$ cat src/rtl/agc_pkg.sv
package agc_pkg;
  localparam int GAIN_MAX_CODE = 80;
  localparam int GAIN_W        = $clog2(GAIN_MAX_CODE + 1);
  localparam int DIR_DOWN      = 0;
  localparam int DIR_UP        = 1;
  localparam int DIR_COUNT     = 2;
endpackage

$ cat src/rtl/agc_peak_meter.sv
module agc_peak_meter #(
  parameter int SAMPLE_W = 16,
  parameter int WIN_LEN  = 256
) (
  input  logic                       clk,
  input  logic                       rst_n,
  input  logic                       tick_i,
  input  logic signed [SAMPLE_W-1:0] sample_i,
  output logic        [SAMPLE_W-1:0] level_o
);
  localparam int WIN_W = $clog2(WIN_LEN);

  logic [WIN_W-1:0]    win_q, win_nxt;
  logic [SAMPLE_W-1:0] run_q, run_nxt;
  logic [SAMPLE_W-1:0] lvl_q, lvl_nxt;
  logic [SAMPLE_W-1:0] mag, mag_max;
  logic                win_last;

  always_comb begin
    mag      = sample_i[SAMPLE_W-1] ? (~sample_i + 1'b1) : sample_i;
    mag_max  = (mag > run_q) ? mag : run_q;
    win_last = (win_q == WIN_W'(WIN_LEN - 1));
    win_nxt  = win_q;
    run_nxt  = run_q;
    lvl_nxt  = lvl_q;
    if (tick_i) begin
      if (win_last) begin
        lvl_nxt = mag_max;
        run_nxt = '0;
        win_nxt = '0;
      end else begin
        run_nxt = mag_max;
        win_nxt = win_q + 1'b1;
      end
    end
  end

  always_ff @(posedge clk or negedge rst_n) begin
    if (!rst_n) begin
      win_q <= '0;
      run_q <= '0;
      lvl_q <= '0;
    end else if (tick_i) begin
      win_q <= win_nxt;
      run_q <= run_nxt;
      lvl_q <= lvl_nxt;
    end
  end

  assign level_o = lvl_q;


  level_hold_chk: assert property (@(posedge clk) disable iff (!rst_n)
    !$past(tick_i && win_last) |-> $stable(lvl_q));
endmodule

$ cat src/rtl/agc_level_cmp.sv
module agc_level_cmp #(
  parameter int SAMPLE_W   = 16,
  parameter int HYST_SHIFT = 4
) (
  input  logic [SAMPLE_W-1:0] level_i,
  input  logic [SAMPLE_W-1:0] target_i,
  output logic                loud_o,
  output logic                quiet_o
);
  logic [SAMPLE_W-1:0] margin;
  logic [SAMPLE_W:0]   upper;
  logic [SAMPLE_W-1:0] lower;

  always_comb begin
    margin  = target_i >> HYST_SHIFT;
    upper   = {1'b0, target_i} + {1'b0, margin};
    lower   = target_i - margin;
    loud_o  = ({1'b0, level_i} > upper);
    quiet_o = (level_i < lower);
  end
endmodule

$ cat src/rtl/agc_step_timer.sv
module agc_step_timer #(
  parameter int CNT_W = 10
) (
  input  logic             clk,
  input  logic             rst_n,
  input  logic             clr_i,
  input  logic             tick_i,
  input  logic             active_i,
  input  logic [CNT_W-1:0] limit_i,
  output logic             fire_o
);
  logic [CNT_W-1:0] cnt_q, cnt_nxt;
  logic             cnt_en;

  always_comb begin
    fire_o  = tick_i && active_i && !clr_i && (cnt_q >= limit_i);
    cnt_en  = clr_i || tick_i;
    cnt_nxt = cnt_q;
    if (clr_i || !active_i || fire_o) cnt_nxt = '0;
    else                              cnt_nxt = cnt_q + 1'b1;
  end

  always_ff @(posedge clk or negedge rst_n) begin
    if (!rst_n)      cnt_q <= '0;
    else if (cnt_en) cnt_q <= cnt_nxt;
  end
endmodule

$ cat src/rtl/agc_gain_ctrl.sv
module agc_gain_ctrl
  import agc_pkg::*;
#(
  parameter int SAMPLE_W   = 16,
  parameter int TIME_W     = 10,
  parameter int WIN_LEN    = 256,
  parameter int HYST_SHIFT = 4
) (
  input  logic                       clk,
  input  logic                       rst_n,
  input  logic                       enable_i,
  input  logic                       sample_vld_i,
  input  logic signed [SAMPLE_W-1:0] sample_i,
  input  logic        [SAMPLE_W-1:0] target_i,
  input  logic        [TIME_W-1:0]   attack_i,
  input  logic        [TIME_W-1:0]   decay_i,
  input  logic        [GAIN_W-1:0]   fixed_gain_i,
  output logic        [GAIN_W-1:0]   gain_o
);
  localparam logic [GAIN_W-1:0] CODE_TOP = GAIN_W'(GAIN_MAX_CODE);

  logic [1:0]          rst_sync_q;
  logic                rst_q_n;
  logic [SAMPLE_W-1:0] level;
  logic                loud, quiet;
  logic [DIR_COUNT-1:0] dir_active, dir_fire;
  logic [TIME_W-1:0]   dir_limit [DIR_COUNT];
  logic [GAIN_W-1:0]   gain_q, gain_nxt, fixed_clamped;
  logic                past_ok_q;

  always_ff @(posedge clk or negedge rst_n) begin
    if (!rst_n) rst_sync_q <= 2'b00;
    else        rst_sync_q <= {rst_sync_q[0], 1'b1};
  end
  assign rst_q_n = rst_sync_q[1];

  agc_peak_meter #(.SAMPLE_W(SAMPLE_W), .WIN_LEN(WIN_LEN)) u_meter (
    .clk      (clk),
    .rst_n    (rst_q_n),
    .tick_i   (sample_vld_i),
    .sample_i (sample_i),
    .level_o  (level)
  );

  agc_level_cmp #(.SAMPLE_W(SAMPLE_W), .HYST_SHIFT(HYST_SHIFT)) u_cmp (
    .level_i  (level),
    .target_i (target_i),
    .loud_o   (loud),
    .quiet_o  (quiet)
  );

  assign dir_active[DIR_DOWN] = loud;
  assign dir_active[DIR_UP]   = quiet;
  assign dir_limit[DIR_DOWN]  = attack_i;
  assign dir_limit[DIR_UP]    = decay_i;

  for (genvar d = 0; d < DIR_COUNT; d++) begin : g_dir
    agc_step_timer #(.CNT_W(TIME_W)) u_timer (
      .clk      (clk),
      .rst_n    (rst_q_n),
      .clr_i    (!enable_i),
      .tick_i   (sample_vld_i),
      .active_i (dir_active[d]),
      .limit_i  (dir_limit[d]),
      .fire_o   (dir_fire[d])
    );
  end

  always_comb begin
    fixed_clamped = (fixed_gain_i > CODE_TOP) ? CODE_TOP : fixed_gain_i;
    gain_nxt      = gain_q;
    if (!enable_i)
      gain_nxt = fixed_clamped;
    else if (dir_fire[DIR_DOWN] && gain_q != '0)
      gain_nxt = gain_q - 1'b1;
    else if (dir_fire[DIR_UP] && gain_q < CODE_TOP)
      gain_nxt = gain_q + 1'b1;
  end

  always_ff @(posedge clk or negedge rst_q_n) begin
    if (!rst_q_n) gain_q <= '0;
    else          gain_q <= gain_nxt;
  end

  assign gain_o = gain_q;

  always_ff @(posedge clk or negedge rst_q_n) begin
    if (!rst_q_n) past_ok_q <= 1'b0;
    else          past_ok_q <= 1'b1;
  end


  gain_range_chk: assert property (@(posedge clk) disable iff (!rst_q_n)
    gain_q <= CODE_TOP);


  soft_step_chk: assert property (@(posedge clk) disable iff (!rst_q_n)
    past_ok_q && $past(enable_i) |->
      (gain_q == $past(gain_q)) || (gain_q == $past(gain_q) + GAIN_W'(1)) ||
      (gain_q + GAIN_W'(1) == $past(gain_q)));


  no_valid_hold_chk: assert property (@(posedge clk) disable iff (!rst_q_n)
    past_ok_q && $past(enable_i) && !$past(sample_vld_i) |-> $stable(gain_q));


  attack_dir_chk: assert property (@(posedge clk) disable iff (!rst_q_n)
    past_ok_q && $past(enable_i && loud) |-> gain_q <= $past(gain_q));


  decay_dir_chk: assert property (@(posedge clk) disable iff (!rst_q_n)
    past_ok_q && $past(enable_i && quiet) |-> gain_q >= $past(gain_q));


  band_hold_chk: assert property (@(posedge clk) disable iff (!rst_q_n)
    past_ok_q && $past(enable_i && !loud && !quiet) |-> $stable(gain_q));


  freeze_chk: assert property (@(posedge clk) disable iff (!rst_q_n)
    past_ok_q && $past(!enable_i) |->
      gain_q == (($past(fixed_gain_i) > CODE_TOP) ? CODE_TOP : $past(fixed_gain_i)));
endmodule

$ cat config.mk
export PLATFORM = sky130hd
export DESIGN_NAME = agc_gain_ctrl
export DESIGN_NICKNAME = d
export VERILOG_FILES = /design/src/rtl/agc_pkg.sv /design/src/rtl/agc_peak_meter.sv /design/src/rtl/agc_level_cmp.sv /design/src/rtl/agc_step_timer.sv /design/src/rtl/agc_gain_ctrl.sv
export SDC_FILE = /design/constraint.sdc
export NUM_CORES = 1
export LEC_CHECK = 0
export ABC_CLOCK_PERIOD_IN_PS = 2150
export BUFFER_PORTS_ARGS = -buffer_cell sky130_fd_sc_hd__buf_2
export CAP_MARGIN = 20
export CORE_UTILIZATION = 55
export CTS_BUF_LIST = sky130_fd_sc_hd__clkbuf_4 sky130_fd_sc_hd__clkbuf_8 sky130_fd_sc_hd__clkbuf_16
export DETAILED_ROUTE_END_ITERATION = 7
export PLACE_DENSITY_LB_ADDON = 0.15
export SYNTH_ARGS = -nofsm -noshare
export SYNTH_HDL_FRONTEND = slang
export SYNTH_SLANG_ARGS = --single-unit
$ cat constraint.sdc
create_clock -name clk -period 2.15 [get_ports clk]
set_input_delay 0.3225 -clock clk [delete_from_list [all_inputs] [get_ports clk]]
set_output_delay 0.3225 -clock clk [all_outputs]
set_load 0.05 [all_outputs]
=== Word-level counts from Yosys, hierarchy flattened ===
Cells that the tools add are included.

* Register bits after elaboration: 69
* Input port bits: 63
* Output and inout bits: 7
* Logic and storage cells: 53

* $add $sub $neg: 8
* Magnitude comparators: 7
* Equality and inequality tests: 2
* Muxes and demuxes: 10
* Bitwise logic cells: 1
* Reductions and logical operators: 18

{| class="wikitable"
|+ Operators by type and width
! kind !! count
|-
| 16-bit 2-to-1 mux || 3
|-
| 7-bit 2-to-1 mux || 4
|-
| 10-bit by 1-bit adder with 10-bit output, second input constant || 2
|-
| 10-bit greater-or-equal comparator || 2
|-
| 10-bit 2-to-1 mux || 2
|-
| 16-bit by 12-bit adder with 17-bit output || 1
|-
| 16-bit by 17-bit greater-than comparator with 1-bit output || 1
|-
| 16-bit by 1-bit adder with 16-bit output, second input constant || 1
|-
| 16-bit greater-than comparator || 1
|-
| 16-bit less-than comparator || 1
|-
| 16-bit inverter || 1
|-
| 16-bit by 12-bit subtractor with 16-bit output || 1
|-
| 8-bit by 1-bit adder with 8-bit output, second input constant || 1
|-
| 8-bit equality test, second input constant || 1
|-
| 1-bit logical AND || 8
|-
| 8-bit 2-to-1 mux || 1
|-
| 7-bit by 1-bit adder with 7-bit output, second input constant || 1
|-
| 7-bit greater-than comparator, second input constant || 1
|-
| 7-bit less-than comparator, second input constant || 1
|-
| 7-bit nonzero test || 1
|-
| 7-bit by 1-bit subtractor with 7-bit output, second input constant || 1
|-
| 1-bit logical OR || 5
|-
| 1-bit zero test || 3
|-
| 3-bit by 1-bit != test with 1-bit output, second input constant || 1
|-
| 2-bit AND reduction || 1
|}

=== Logic depth before layout (Yosys ltp) ===
* Word-level depth: 9
* Depth in mapped cells: 26
* Gate-level depth less buffers: 26

=== Hierarchy ===
Synthesis repeated with hierarchy kept, for this count alone.

* Cells, all modules: 798
* Area total of the unflattened synthesis: 6887.9 sq um

{| class="wikitable"
|+ Modules (own cells, without submodules)
! module !! instances !! cells each !! area an instance (sq um) !! sequential area each (sq um)
|-
| agc_peak_meter || 1 || 246 || 2458.6 || 1001.0
|-
| agc_level_cmp || 1 || 288 || 2140.8 || 0.0
|-
| agc_step_timer || 2 || 93 || 790.8 || 250.2
|-
| agc_gain_ctrl || 1 || 78 || 706.9 || 225.2
|}

=== Least setup slack after synthesis ===
OpenSTA, ideal clock, no wires.

* Path kind: input to register
* From: in target_i[7]
* To: reg gain_q[6], in the netlist gain_o[6]
* Setup time: 71 ps
* Arrival time: 4890 ps
* Required time: 2079 ps
* Path slack: -2812 ps
* Stages: 25
* Buffers on the path: 1
* Cells stage by stage: inv_1 ha_1 clkbuf_8 o31a_2 a2111oi_0 o31a_1 a21oi_1 nor4_1 xnor2_1 ha_1 nand4_1 nor3_1 a21oi_1 o2111ai_2 nor3_4 inv_1 fa_1 nor2b_1 o21ai_0 nand2b_1 a21o_1 a21o_1 nand2_1 or4_1 nand4_1

* Word-level cells in the longest chain between the ends: 8
* Elaborated cells on any way between the ends: 15
* Those cells by class: add/sub (2); order compare (2); eq/ne (1); mux (2); reduce/logical (8)

{| class="wikitable"
|+ RTL lines
! what !! RTL line !! text
|-
| start: declaration || agc_gain_ctrl.sv:14 || <nowiki>input logic [SAMPLE_W-1:0] target_i,</nowiki>
|-
| 16-bit by 12-bit adder with 17-bit output || agc_level_cmp.sv:16 || <nowiki>upper = {1'b0, target_i} + {1'b0, margin};</nowiki>
|-
| 16-bit by 17-bit greater-than comparator with 1-bit output || agc_level_cmp.sv:18 || <nowiki>loud_o = ({1'b0, level_i} > upper);</nowiki>
|-
| 1-bit logical AND (3 in series) || agc_step_timer.sv:16 || <nowiki>fire_o = tick_i && active_i && !clr_i && (cnt_q >= limit_i);</nowiki>
|-
| 1-bit logical AND || agc_gain_ctrl.sv:74 || <nowiki>else if (dir_fire[DIR_DOWN] && gain_q != '0)</nowiki>
|-
| 7-bit 2-to-1 mux || agc_gain_ctrl.sv:74 ||
|-
| 7-bit 2-to-1 mux || agc_gain_ctrl.sv:72 || <nowiki>if (!enable_i)</nowiki>
|-
| end signal: assignment || agc_gain_ctrl.sv:82 || <nowiki>else gain_q <= gain_nxt;</nowiki>
|-
| end: declaration || agc_gain_ctrl.sv:28 || <nowiki>logic [GAIN_W-1:0] gain_q, gain_nxt, fixed_clamped;</nowiki>
|}

Several ways; a longest one is shown, not always the timed one.
A chain may end at the register's enable or synchronous reset.

=== Final worst setup path ===
* From: in target_i[6]
* To: reg gain_q[6], in the netlist gain_o[6]

The elaborated chain is that of the path after synthesis.

==> flow_metrics.py <==
metrics = {
    "floorplanning": {
        "core_mm2": 0.0111,
        "die_h_um": 110,
        "std_cell_rows": 38,
        "initial_core_util": 0.576,
        "dieWidth_um": 110,
        "io_pins": 70,
        "dieArea_mm2": 0.0120,
    },
    "power": {
        "switching_power_w": 0.00312,
        "seq_power_share": 0.236,
        "totalPowerFinal_w": 0.00736,
        "p_leak_nw": 5.08,
        "pwr_density_cell_mw_per_mm2": 734,
        "p_clk_frac": 0.214,
        "p_sw_frac": 0.424,
        "pwr-share-comb": 0.550,
        "p_int_w": 0.00424,
        "ir_drop_mv": 0.704,
    },
    "synth": {
        "ys_seq_area_frac": 0.271,
        "async_flop_share": 1.00,
        "synth.area.top_cells": "dfrtp_1 27%, ha_1 20%, xnor2_1 7.1%",
        "ys_types": 70,
        "synth_top_area_frac": 0.271,
        "syn-num-nets": 883,
        "ys_warn_count": 0,
        "syn_area_mm2": 0.00638,
        "synth_top_cell_by_area": "dfrtp_1",
        "synth_cells": 717,
        "avgSynthCellArea_um2": 8.90,
        "postSynthRegisterBits": 69,
        "synth-edff-count": 0,
        "synth_ff_type": "dfrtp_1",
    },
    "grt": {
        "grt_pass1_vias": 7140,
        "grt_pass1_wl_um": 35000,
        "antenna_found_initial": 0,
        "grt_max_degree": 35,
        "grt_overflow": 0,
        "track_usage": 0.381,
    },
    "finish": {
        "layout-drive-gt1-share": 0.454,
        "fin_area_mm2": 0.0100,
        "fin_nets": 1175,
        "syn_to_final_growth_pct": 57.3,
        "final_cells": 1154,
        "antenna_cells": 0,
        "final_util": 0.906,
    },
    "cts": {
        "cts_buffers": 9,
        "cts_root_buf": "clkbuf_16",
        "clock_latency_ns": 0.36,
        "cts_sinks": 69,
        "cts_tree": "done",
        "cts_buffer_depth": 2,
        "clkTransAtPathRegs_ns": 0.06,
        "htreeDepth": 3,
    },
    "worst_setup_path": {
        "crit_slowest_cell": "o311ai_4",
        "path_delay_family": "compound AO/OA/AOI/OAI gates",
        "crit_type": "input pin to flop",
        "endpoint_kind": "flop",
        "cp_slowest_stage_delay_ns": 0.39,
        "cp-start-kind": "input pin",
        "r2r_slack_ns": -2.17,
        "worstPathArrival_ns": 5.18,
        "path_buf_inv": 4,
        "worstPathMaxFanout": 4,
        "cp_data_required_time_ns": 2.37,
    },
    "sta": {
        "finalSetupViolCount": 59,
        "fin_skew_ns": 0.00936,
        "post-route-min-period_ns": 4.96,
        "layout_setup_ws_ns": -2.81,
        "grt_setup_unrepaired": "true",
        "slew_violations": 0,
        "worst_pin_slew_ns": 1.10,
        "maxSlewHeadroom": 0.261,
        "fmax_mhz": 201,
        "hold_viol_final": 0,
        "finalCritPeriodShare": 2.31,
    },
    "worst_hold_path": {
        "hold_class": "input pin to asynchronous set/reset pin",
    },
    "detailed_routing": {
        "wl_um": 28900,
        "postRouteAntennaNets": 0,
        "first_pass_iters": 5,
        "num_vias": 7828,
        "via_per_inst": 6.78,
        "wl_per_cell_um": 25.0,
        "drt_iter0_markers": 925,
        "drc": 0,
    },
    "run": {
        "max_cap_violations": 0,
    },
    "placed_design": {
        "routabilityCongestion": 0.886,
        "hpwl_um": 13300,
        "placed_cell_area_mm2": 0.00841,
        "dp_cells": 1095,
        "io_buffer_count": 69,
    },
    "run_status": {
        "status": "complete, but fails checks",
        "violations": "setup timing",
    },
}
per-stage QoR:
| step | setup slack, ns | hold WS [ns] | setup TNS [ns] |
|---|---|---|---|
| after floorplan | -2.50 | 0.0269 | -75.43 |
| after global placement | -2.59 | 0.110 | -96.57 |
| after detailed placement | -2.82 | 0.112 | -102.30 |
| after CTS | -2.47 | 0.267 | -76.22 |
| after global routing | -3.07 | 0.300 | -100.32 |
| final | -2.81 | 0.281 | -93.62 |
synthesized netlist by cell type, types with 2 or more instances:
cell type,instances
a2111oi_0,5
a211oi_1,3
a211oi_2,2
a21o_1,12
a21oi_1,31
a22o_1,18
a31oi_1,2
and3_1,6
and4_1,2
buf_6,3
clkbuf_1,13
clkbuf_8,2
dfrtp_1,69
fa_1,3
ha_1,100
inv_1,70
mux2_4,6
nand2_1,49
nand2b_1,11
nand3_1,37
nand4_1,13
nor2_1,52
nor2b_1,9
nor3_1,15
nor3_4,2
nor4_1,4
o2111ai_1,2
o211ai_1,3
o21a_1,5
o21ai_0,32
o21bai_1,4
o221ai_1,2
o22ai_1,3
o311ai_0,15
o31ai_1,6
o41ai_1,2
o41ai_2,2
or3_1,6
or4_1,5
xnor2_1,52
xor2_1,10
logic make-up after synthesis:
| group | synth area share |
|---|---|
| compound gates | 0.181 |
| mux | 0.0175 |
| simple gates | 0.180 |
| other cells | 0.000588 |
| flops | 0.271 |
| fa+ha+maj | 0.206 |
| xor+xnor | 0.0851 |
| buf+inv | 0.0596 |
power groups by stage:
stage / registers (W) / clock network [W] / logic [W]
3_5_place_dp: 0.00171 / 0 / 0.00252
2_1_floorplan: 0.00180 / 0 / 0.00151
3_3_place_gp: 0.00169 / 0 / 0.00241
6_report: 0.00174 / 0.00157 / 0.00405
4_1_cts: 0.00169 / 0.00152 / 0.00322
5_1_grt: 0.00174 / 0.00161 / 0.00418
worst paths after layout:
| kind | start | cells past startpoint | end |
|---|---|---|---|
| worst max register to register | g_dir[0].u_timer.cnt_q[0] | 18 | gain_o[6] |
| worst min-delay path | rst_n | 2 | rst_sync_q[1] |
| max in group asynchronous | rst_sync_q[1] | 1 | gain_o[3] |
| min in group clk | fixed_gain_i[6] | 3 | gain_o[6] |
| worst max-delay path | target_i[6] | 25 | gain_o[6] |
| worst min register to register | rst_sync_q[1] | 1 | u_meter.win_q[2] |
worst reg2reg max path: stages, from the launching register on:
cell,delay (ns)
dfrtp_1,0.40
inv_1,0.11
ha_1,0.24
nand2b_1,0.15
a2111oi_0,0.84
nor3_1,0.19
o221ai_1,0.23
buf_4,0.18
nor3_4,0.05
buf_12,0.14
ha_4,0.22
nor2b_2,0.15
o21ai_1,0.16
nand2b_1,0.11
a21o_1,0.20
a21o_1,0.21
and3_1,0.22
o21ai_1,0.20
nand4_1,0.14
cell usage in the layout, fill, tap and decap left out, types with 9 or more instances in the layout:
cell type,count
nand2b_1,11
a21oi_1,22
o311ai_4,14
nor2_1,45
o21ai_0,15
inv_1,62
nand4_1,13
xor2_1,10
a21o_1,12
clkbuf_16,10
buf_4,208
xnor2_1,46
nand3_1,19
ha_4,9
nand2_1,44
buf_6,14
buf_2,64
o21ai_1,13
ha_1,90
dfrtp_1,68
nand3_4,11
nor3_1,9
a22o_1,18
per-layer routing:
layer	part of all wire	wire length, µm	vias to the layer above	GRT usage
met2	0.44	12800	760	0.629
met4	0.082	2360	2	0.180
met1	0.35	10100	3631	0.469
met5	0.0016	47	-	0
li1	-	-	3167	-
met3	0.12	3610	268	0.0883
sequential cells by signal (all words and copies together), names as in the netlist:
| register | cells |
|---|---|
| u_meter.win_q | 8 |
| gain_o | 7 |
| rst_sync_q | 2 |
| u_meter.level_o | 16 |
| g_dir.u_timer.cnt_q | 20 |
| u_meter.run_q | 16 |
timing repair:
item / 4_1_cts / 5_1_grt
buffers inserted: 20 / 23
hold buffers: 1 / 0
resized for setup: 87 / 92
pin swaps: 48 / 61
cloned: 3 / 0
endpoints found under the setup margin: 59 / 59
endpoints found under the hold margin: 2 / 0
layout make-up:
cell class	instances	area [µm²]
clock buffer	9	225
clock inverter	7	73.8
fill	398	1040
inverter	71	280
multi-input combinational	558	5240
sequential	69	1730
tap	140	175
timing repair buffer	300	2310
No activity file was read; power rests on OpenSTA's default activity.
